[src/rtl/icd_rfa_pkg.sv]
package icd_rfa_pkg;
  localparam int LINES     = 4;
  localparam int CUTS      = 3;
  localparam int FAULT_W   = LINES * CUTS;
  localparam int LN_A      = 0;
  localparam int LN_B      = 1;
  localparam int LN_CIN    = 2;
  localparam int LN_ANC    = 3;
  localparam int PRIM_W    = LINES - 1;
  typedef logic [LINES-1:0] lines_t;
endpackage

[src/rtl/icd_peres_gate.sv]
module icd_peres_gate #(
  parameter int N       = 4,
  parameter int IA      = 0,
  parameter int IB      = 1,
  parameter int IC      = 3,
  parameter bit INVERSE = 1'b0
) (
  input  logic [N-1:0] d_i,
  output logic [N-1:0] q_o
);
  if (!INVERSE) begin : g_fwd
    always_comb begin
      q_o     = d_i;
      q_o[IB] = d_i[IA] ^ d_i[IB];
      q_o[IC] = d_i[IC] ^ (d_i[IA] & d_i[IB]);
    end
  end else begin : g_inv
    always_comb begin
      q_o     = d_i;
      q_o[IB] = d_i[IB] ^ d_i[IA];
      q_o[IC] = d_i[IC] ^ (d_i[IA] & (d_i[IB] ^ d_i[IA]));
    end
  end
endmodule

[src/rtl/icd_fault_cut.sv]
module icd_fault_cut #(
  parameter int N = 4
) (
  input  logic [N-1:0] d_i,
  input  logic [N-1:0] flip_i,
  output logic [N-1:0] q_o
);
  assign q_o = d_i ^ flip_i;
endmodule

[src/rtl/icd_regen_cmp.sv]
module icd_regen_cmp #(
  parameter int N      = 4,
  parameter int PRIM_W = 3
) (
  input  logic [N-1:0]      regen_i,
  input  logic [PRIM_W-1:0] prim_i,
  output logic              err_o
);
  localparam int ZERO_W = N - PRIM_W;
  logic [N-1:0] expect_v;
  assign expect_v = {{ZERO_W{1'b0}}, prim_i};
  assign err_o    = |(regen_i ^ expect_v);
endmodule

[src/rtl/icd_rfa_top.sv]
module icd_rfa_top
  import icd_rfa_pkg::*;
#(
  parameter int SYNC_STAGES = 2
) (
  input  logic               clk,
  input  logic               rst_n,
  input  logic               en,
  input  logic               a_i,
  input  logic               b_i,
  input  logic               cin_i,
  input  logic               anc_i,
  input  logic [FAULT_W-1:0] fault_i,
  output logic               sum_o,
  output logic               cout_o,
  output logic               err_o
);
  // reset release synchronizer
  logic [SYNC_STAGES-1:0] sync_q;
  logic                   rst_sync_n;

  always_ff @(posedge clk or negedge rst_n) begin
    if (!rst_n) sync_q <= '0;
    else        sync_q <= {sync_q[SYNC_STAGES-2:0], 1'b1};
  end
  assign rst_sync_n = sync_q[SYNC_STAGES-1];

  // line vectors along the chain
  lines_t s_in;
  lines_t s_regen;
  lines_t pre_cut  [CUTS];
  lines_t post_cut [CUTS];

  assign s_in = {anc_i, cin_i, b_i, a_i};

  for (genvar k = 0; k < CUTS; k++) begin : g_cut
    icd_fault_cut #(.N(LINES)) u_cut (
      .d_i    (pre_cut[k]),
      .flip_i (fault_i[k*LINES +: LINES]),
      .q_o    (post_cut[k])
    );
  end

  // forward half
  icd_peres_gate #(.N(LINES), .IA(LN_A), .IB(LN_B), .IC(LN_ANC), .INVERSE(1'b0)) u_fwd1 (
    .d_i (s_in),
    .q_o (pre_cut[0])
  );
  icd_peres_gate #(.N(LINES), .IA(LN_B), .IB(LN_CIN), .IC(LN_ANC), .INVERSE(1'b0)) u_fwd2 (
    .d_i (post_cut[0]),
    .q_o (pre_cut[1])
  );

  // CNOT copy points onto constant-zero targets
  logic copy_tgt_sum, copy_tgt_cout;
  logic sum_c, cout_c, err_c;
  assign copy_tgt_sum  = 1'b0;
  assign copy_tgt_cout = 1'b0;
  assign sum_c  = copy_tgt_sum  ^ post_cut[1][LN_CIN];
  assign cout_c = copy_tgt_cout ^ post_cut[1][LN_ANC];

  // inverse half, gates in reverse order
  icd_peres_gate #(.N(LINES), .IA(LN_B), .IB(LN_CIN), .IC(LN_ANC), .INVERSE(1'b1)) u_inv2 (
    .d_i (post_cut[1]),
    .q_o (pre_cut[2])
  );
  icd_peres_gate #(.N(LINES), .IA(LN_A), .IB(LN_B), .IC(LN_ANC), .INVERSE(1'b1)) u_inv1 (
    .d_i (post_cut[2]),
    .q_o (s_regen)
  );

  icd_regen_cmp #(.N(LINES), .PRIM_W(PRIM_W)) u_cmp (
    .regen_i (s_regen),
    .prim_i  (s_in[PRIM_W-1:0]),
    .err_o   (err_c)
  );

  // output register: next-state and storage kept apart
  logic [2:0] out_q, out_d;

  always_comb begin
    out_d = out_q;
    if (en) out_d = {sum_c, cout_c, err_c};
  end

  always_ff @(posedge clk or negedge rst_sync_n) begin
    if (!rst_sync_n) out_q <= '0;
    else             out_q <= out_d;
  end

  assign sum_o  = out_q[2];
  assign cout_o = out_q[1];
  assign err_o  = out_q[0];
endmodule

[config.mk]
export PLATFORM = sky130hd
export DESIGN_NAME = icd_rfa_top
export DESIGN_NICKNAME = d
export VERILOG_FILES = /design/src/rtl/icd_rfa_pkg.sv /design/src/rtl/icd_peres_gate.sv /design/src/rtl/icd_fault_cut.sv /design/src/rtl/icd_regen_cmp.sv /design/src/rtl/icd_rfa_top.sv
export SDC_FILE = /design/constraint.sdc
export NUM_CORES = 1
export LEC_CHECK = 0
export ABC_AREA = 1
export ABC_CLOCK_PERIOD_IN_PS = 800
export CORE_UTILIZATION = 35
export DETAILED_ROUTE_END_ITERATION = 10
export DONT_BUFFER_PORTS = 1
export SLEW_MARGIN = 20
export SYNTH_ARGS = -nofsm -noshare
export SYNTH_HDL_FRONTEND = slang
export SYNTH_SLANG_ARGS = --single-unit
export TNS_END_PERCENT = 50
[constraint.sdc]
create_clock -name clk -period 0.8 [get_ports clk]
set_input_delay 0.08 -clock clk [delete_from_list [all_inputs] [get_ports clk]]
set_output_delay 0.08 -clock clk [all_outputs]
set_load 0.01 [all_outputs]
Yosys cells after proc, flatten, opt, wreduce, memory -nomap -nowiden --
Cells that the tools add are included.
Cells by class: bitwise logic cells 16, reduce and logical (&&, ||, !) cells 1
Operators with widths (number):
- $xor A4 B4 Y4 | 3
- $xor A1 B1 Y1 | 8
- $and A1 B1 Y1 | 4
- $reduce_or A4 Y1 | 1
- $xor A4 B3 Y4 | 1
Storage, ports and cells: register bits after elaboration 5, input bits 19

Longest topological paths before layout --
depth after elaboration 15, mapped depth 15, gate-level depth less buffers 15

Modules after synthesis --
A second synthesis with hierarchy kept.
Second synthesis, totals: cell total of the unflattened synthesis 130, area, all modules 659.4 um^2
By module, submodules not included:
- icd_fault_cut | times used 3, cells an instance 20, area an instance 75.1 um^2, sequential area each 0.0 um^2
- icd_rfa_top | times used 1, cells an instance 16, area an instance 166.4 um^2, sequential area each 125.1 um^2
- icd_peres_gate (u_inv1 ...) | times used 2, cells an instance 10, area an instance 53.8 um^2, sequential area each 0.0 um^2
- icd_peres_gate (u_fwd1 ...) | times used 2, cells an instance 8, area an instance 46.3 um^2, sequential area each 0.0 um^2
- icd_regen_cmp | times used 1, cells an instance 18, area an instance 67.6 um^2, sequential area each 0.0 um^2

Least setup slack after synthesis --
Ideal clock, no wire load.
kind input -> register, start point input port a_i, end point register out_q[0], arrival 1816 ps, required time 687 ps, slack -1128 ps, stages 12, path buffers 0, cells stage by stage ha_1 -> xor2_2 -> ha_1 -> xnor2_1 -> ha_1 -> xor2_1 -> nand2_1 -> nand2_1 -> nor2_1 -> nand3_1 -> nand2_1 -> inv_1
Between the ends: cells in the longest elaborated chain, start to end 11
RTL lines:
- start, declared | RTL line icd_rfa_top.sv:9 | input logic a_i,
- $xor A1 B1 Y1 | RTL line icd_peres_gate.sv:14 | q_o[IB] = d_i[IA] ^ d_i[IB];
- $xor A4 B4 Y4 | RTL line icd_fault_cut.sv:8 | assign q_o = d_i ^ flip_i;
- $xor A1 B1 Y1 | RTL line icd_peres_gate.sv:14
- $xor A4 B4 Y4 | RTL line icd_fault_cut.sv:8
- $xor A1 B1 Y1 | RTL line icd_peres_gate.sv:20, icd_peres_gate.sv:21
- $and A1 B1 Y1 | RTL line icd_peres_gate.sv:21 | q_o[IC] = d_i[IC] ^ (d_i[IA] & (d_i[IB] ^ d_i[IA]));
- $xor A1 B1 Y1 | RTL line icd_peres_gate.sv:21
- $xor A4 B4 Y4 | RTL line icd_fault_cut.sv:8
- $xor A1 B1 Y1 | RTL line icd_peres_gate.sv:21
- $xor A4 B3 Y4 (*) | RTL line icd_regen_cmp.sv:12 | assign err_o = |(regen_i ^ expect_v);
- $reduce_or A4 Y1 (*) | RTL line icd_regen_cmp.sv:12
- end signal, assigned | RTL line icd_rfa_top.sv:88 | else out_q <= out_d;
- end, declared | RTL line icd_rfa_top.sv:79 | logic [2:0] out_q, out_d;
Mark *: on every way between the ends. The rest lies on a longest branch, timed or not. A chain may end at the register's enable or synchronous reset.

Worst setup path in the final report --
start point input port b_i, end point register out_q[0]
Between the ends: cells in the longest elaborated chain, start to end 11
RTL lines:
- start, declared | RTL line icd_rfa_top.sv:10 | input logic b_i,
- $xor A1 B1 Y1 | RTL line icd_peres_gate.sv:14
- $xor A4 B4 Y4 | RTL line icd_fault_cut.sv:8
- $xor A1 B1 Y1 | RTL line icd_peres_gate.sv:14
- $xor A4 B4 Y4 | RTL line icd_fault_cut.sv:8
- $xor A1 B1 Y1 | RTL line icd_peres_gate.sv:20, icd_peres_gate.sv:21
- $and A1 B1 Y1 | RTL line icd_peres_gate.sv:21
- $xor A1 B1 Y1 | RTL line icd_peres_gate.sv:21
- $xor A4 B4 Y4 | RTL line icd_fault_cut.sv:8
- $xor A1 B1 Y1 | RTL line icd_peres_gate.sv:21
- $xor A4 B3 Y4 (*) | RTL line icd_regen_cmp.sv:12
- $reduce_or A4 Y1 (*) | RTL line icd_regen_cmp.sv:12
Marked as above.

==> impl_summary.md <==
Clocking
The clock passes through at most 2 buffers. In this run the number of H-tree levels came out at 1. The post-CTS setup buffer count is 0. The number of sinks driven by the clock tree is 5. Clock-pin slew was measured on the worst setup and hold paths at 0.05 ns. The CTS tree is yes. The tree is rooted in a clkbuf_4. The insertion delay to the later sink of the worst-skew pair is 0.25 ns. The TritonCTS buffer count is 3.

Placed design
During placement, the flow inserted port buffers numbering 0. The placed wire-length estimate is 863 um. The number of placed instances, taps included, is 102.

At the end of routability-driven placement, the weighted congestion stood at 0.652.

STA
The setup TNS after final layout is -1.45 ns. The worst path in the final design needs a cycle of 1.62 ns, including I/O delays and setup. The final hold violation count was 0.

On the final layout, the worst clock skew is 0.00849 ns. Setup violations remaining at the end of the flow were counted as 6. Timing would allow up to 0.617 GHz. The minimum hold slack is 0.0245 ns.

The max-slew violation count was 0. The final setup slack of the worst path is -0.822 ns. Setup repair after global routing could not meet its margin everywhere. Dividing the final minimum period by the clock period gives 203%.

Yosys
Counting every instance in the synthesized netlist gives 79. During synthesis, Yosys emitted a total of 0 warnings. The register bit total from synthesis is 5. In this run, distinct cell masters in the synthesized netlist total 14. The total nets after synthesis is 102.

Summing every instance area after synthesis gives 526 sq um. The mean post-synth cell area is 6.65 sq um. The sequential fraction of the synthesis area is 23.8%.

Power
The analysis attributes to cell leakage a power of 0.387 nW. The fraction of power consumed by the clock network is 21.4%. In this run the power spent charging and discharging nets is 0.484 mW.

Cell internal power was estimated by the tool at 0.913 mW. In this run the power density over the cells is 1820 nW/um^2. Sequential cells account for 22.7% of the total power. The worst-case vdd ir drop is 0.892 mV. The power after layout is 1.40 mW. Net switching is 34.6% of the power.

Per report_power, the combinational group accounts for 55.9% of the total.

Layout
Excluding fillers, the count of instances in the completed layout stands at 108. Measured on the finished design, the core utilization comes to 56.7%. Of the cells placed in the final design, the portion with a size suffix greater than 1 is 23.7%. The area growth from synthesis to layout is 45.7%. The final layout contains 117 nets. Counting the fill cells in the layout gives 130. The sequential cells in the finished layout cover a total of 125 sq um.

In the final layout, the multi-input gates occupy 440 sq um. 0 antenna diodes ended up in the layout.

Routing
The overall routed net length is 1090 um. Dividing the detail-routed wire length by the instance count gives 10.1 um. The via count of the routed design is 503.

The first-pass iteration count of the detailed router is 2. For this run, design rule violations remaining after detail routing come to 0. After detailed routing, the number of vias per cell comes to 4.66. After the first detailed-routing iteration, the DRC count stood at 5.

In this run the remaining antenna-violating nets after routing total 0.

Worst setup path
The delay of the slowest critical-path stage is 0.31 ns. The critical path goes through ha_4 -> xor2_4 -> ha_4 -> xnor2_4 -> ha_1 -> xor2_1 -> nand2_1 -> nand2_1 -> nor2_1 -> nand3_1 -> nand2_1 -> inv_1. The critical path data arrival time is 1.77 ns. Across all register-to-register paths, the minimum setup slack is -0.05 ns. The length in cells of the worst reg-to-reg path is 3. The element type at the critical path end is a flop. Grouping stages by cell kind, the critical path spends the most delay in adder cells. STA classifies the critical path startpoint as a primary input.

The end of the worst register-to-register path is out_q[0]$_DFFE_PN0P_. Together, buffers and inverters on the worst path number 1. The startpoint identified for the worst register-to-register timing path is out_q[0]$_DFFE_PN0P_.

Of all nets on the critical path, the largest fanout is 3. On the critical path, the stage with the largest delay is an instance of ha_1. STA puts the critical path data required time at 0.94 ns. The type of the setup path with the least slack is primary input to flop. By instance count, the cell type seen most on the critical path is nand2_1.

Die
In this run the horizontal extent of the chip is 40.8 um. The row count is 13. The die outline height is 40.8 um. The I/O pin count is 22. For this configuration, the core starts out at a cell density of 38.9%. The standard cell core area is 1350 sq um.

The die covers 1660 sq um.

Worst hold path
The endpoint of the worst hold-timing path is out_q[0]$_DFFE_PN0P_. The worst hold path begins at en. The hold-critical path depth is 3. The tightest min-delay check is of the primary input to flop type.

Global routing
The number of antenna violations at the first check in global routing is 0. Across every metal layer, demand over resource in global routing totals 16.9%. The largest net degree at the start of global routing is 5. The first global-routing pass estimated 1820 um of wire.

The number of global-route vias before repair is 484. The aggregate global routing overflow is 0.

Run status
The checks that failed: negative setup slack. The run finished, with violations left.

Job
The number of maximum-capacitance constraint violations is 0.
-- synth_stat cells --
| cell type | n | share of area (%) |
|---|---|---|
| dfrtp_1 | 5 | 24 |
| a31oi_1 | 1 | 1.2 |
| nand3_1 | 7 | 6.7 |
| nor2_1 | 5 | 3.6 |
| xor2_1 | 3 | 5.0 |
| xor2_2 | 2 | 6.2 |
| or2_2 | 1 | 1.2 |
| nand2_1 | 29 | 21 |
| nand3b_1 | 2 | 2.9 |
| inv_1 | 13 | 9.3 |
| ha_1 | 4 | 9.5 |
| a21oi_1 | 1 | 0.95 |
| xnor2_1 | 5 | 8.3 |
| conb_1 | 1 | 0.71 |
-- through the flow --
step,setup WS [ns],area (sq um)
2_1_floorplan,-1.01,538
3_3_place_gp,-1.10,617
3_5_place_dp,-1.13,617
4_1_cts,-0.840,742
5_1_grt,-0.933,766
6_report,-0.822,766
-- worst min-delay path: stages --
cell and delay (ns):
or2_2 0.08, nand2_1 0.04, inv_1 0.04
-- sequential cells by signal, summed over array words and instances (netlist names) --
| register | cells |
|---|---|
| out_q | 3 |
| sync_q | 2 |
-- layer usage --
layer | global-route usage, % | vias to the layer above | routed length, um | part of all wire (%)
li1 | - | 263 | - | -
met2 | 29.0 | 16 | 566 | 52
met3 | 8.70 | 0 | 78 | 7.1
met1 | 18.8 | 224 | 447 | 41
met4 | 2.50 | 0 | 0 | 0
met5 | 0 | - | 0 | 0
-- power by group through the flow --
stage / registers (mW) / logic [mW] / clock network (mW)
final: 0.317 / 0.781 / 0.299
after global routing: 0.321 / 0.883 / 0.345
after CTS: 0.316 / 0.736 / 0.318
after detailed placement: 0.314 / 0.598 / 0
after global placement: 0.312 / 0.585 / 0
after floorplan: 0.326 / 0.405 / 0
-- cell type report --
| cell class | instances | share of cell area, % |
|---|---|---|
| well taps | 15 | 2.45 |
| clock buffers | 4 | 3.43 |
| flip-flops and latches | 5 | 16.3 |
| multi-input cells | 61 | 57.5 |
| inverters | 13 | 6.37 |
| repair buffers | 10 | 13.9 |
-- what timing repair did --
| action | CTS | global route |
|---|---|---|
| gates cloned | 0 | 0 |
| hold endpoints to repair | 4 | 0 |
| hold buffers | 2 | 0 |
| pin swaps | 2 | 7 |
| setup endpoints to repair | 6 | 6 |
| resized for setup | 14 | 4 |
-- cell usage in the layout, fill, tap and decap left out --
cell type / instances
nand2_1: 28
inv_1: 13
buf_6: 7
nand3_1: 6
nor2_1: 5
dfrtp_1: 5
xnor2_1: 4
clkbuf_4: 3
nand3b_1: 2
xor2_2: 2
xor2_1: 2
ha_1: 2
ha_4: 2
dlygate4sd3_1: 2
xor2_4: 1
xnor2_4: 1
nand2_2: 1
nand3_2: 1
a31oi_4: 1
a21oi_2: 1
or2_2: 1
clkbuf_1: 1
buf_4: 1
conb_1: 1
-- kinds of logic after synthesis --
group                    after synthesis  share of synthesized area (%)
buffers and inverters                 13                           9.29
AO/OA/AOI/OAI                          2                           2.14
AND/OR/NAND/NOR                       44                           35.0
other                                  1                          0.714
XOR/XNOR                              10                           19.5
flip-flops                             5                           23.8
adder cells (fa/ha/maj)                4                           9.52
-- worst max-delay path by stage --
stage	slack, ns	end	from	depth (start not counted)
finish	-0.82	out_q[0]$_DFFE_PN0P_	b_i	12
global route	-0.93	out_q[0]$_DFFE_PN0P_	b_i	14
CTS	-0.84	out_q[0]$_DFFE_PN0P_	b_i	14
detailed placement	-1.13	out_q[0]$_DFFE_PN0P_	a_i	12
global placement	-1.10	out_q[0]$_DFFE_PN0P_	a_i	12
floorplan	-1.01	out_q[0]$_DFFE_PN0P_	b_i	12
No activity file was read; power rests on OpenSTA's default activity.
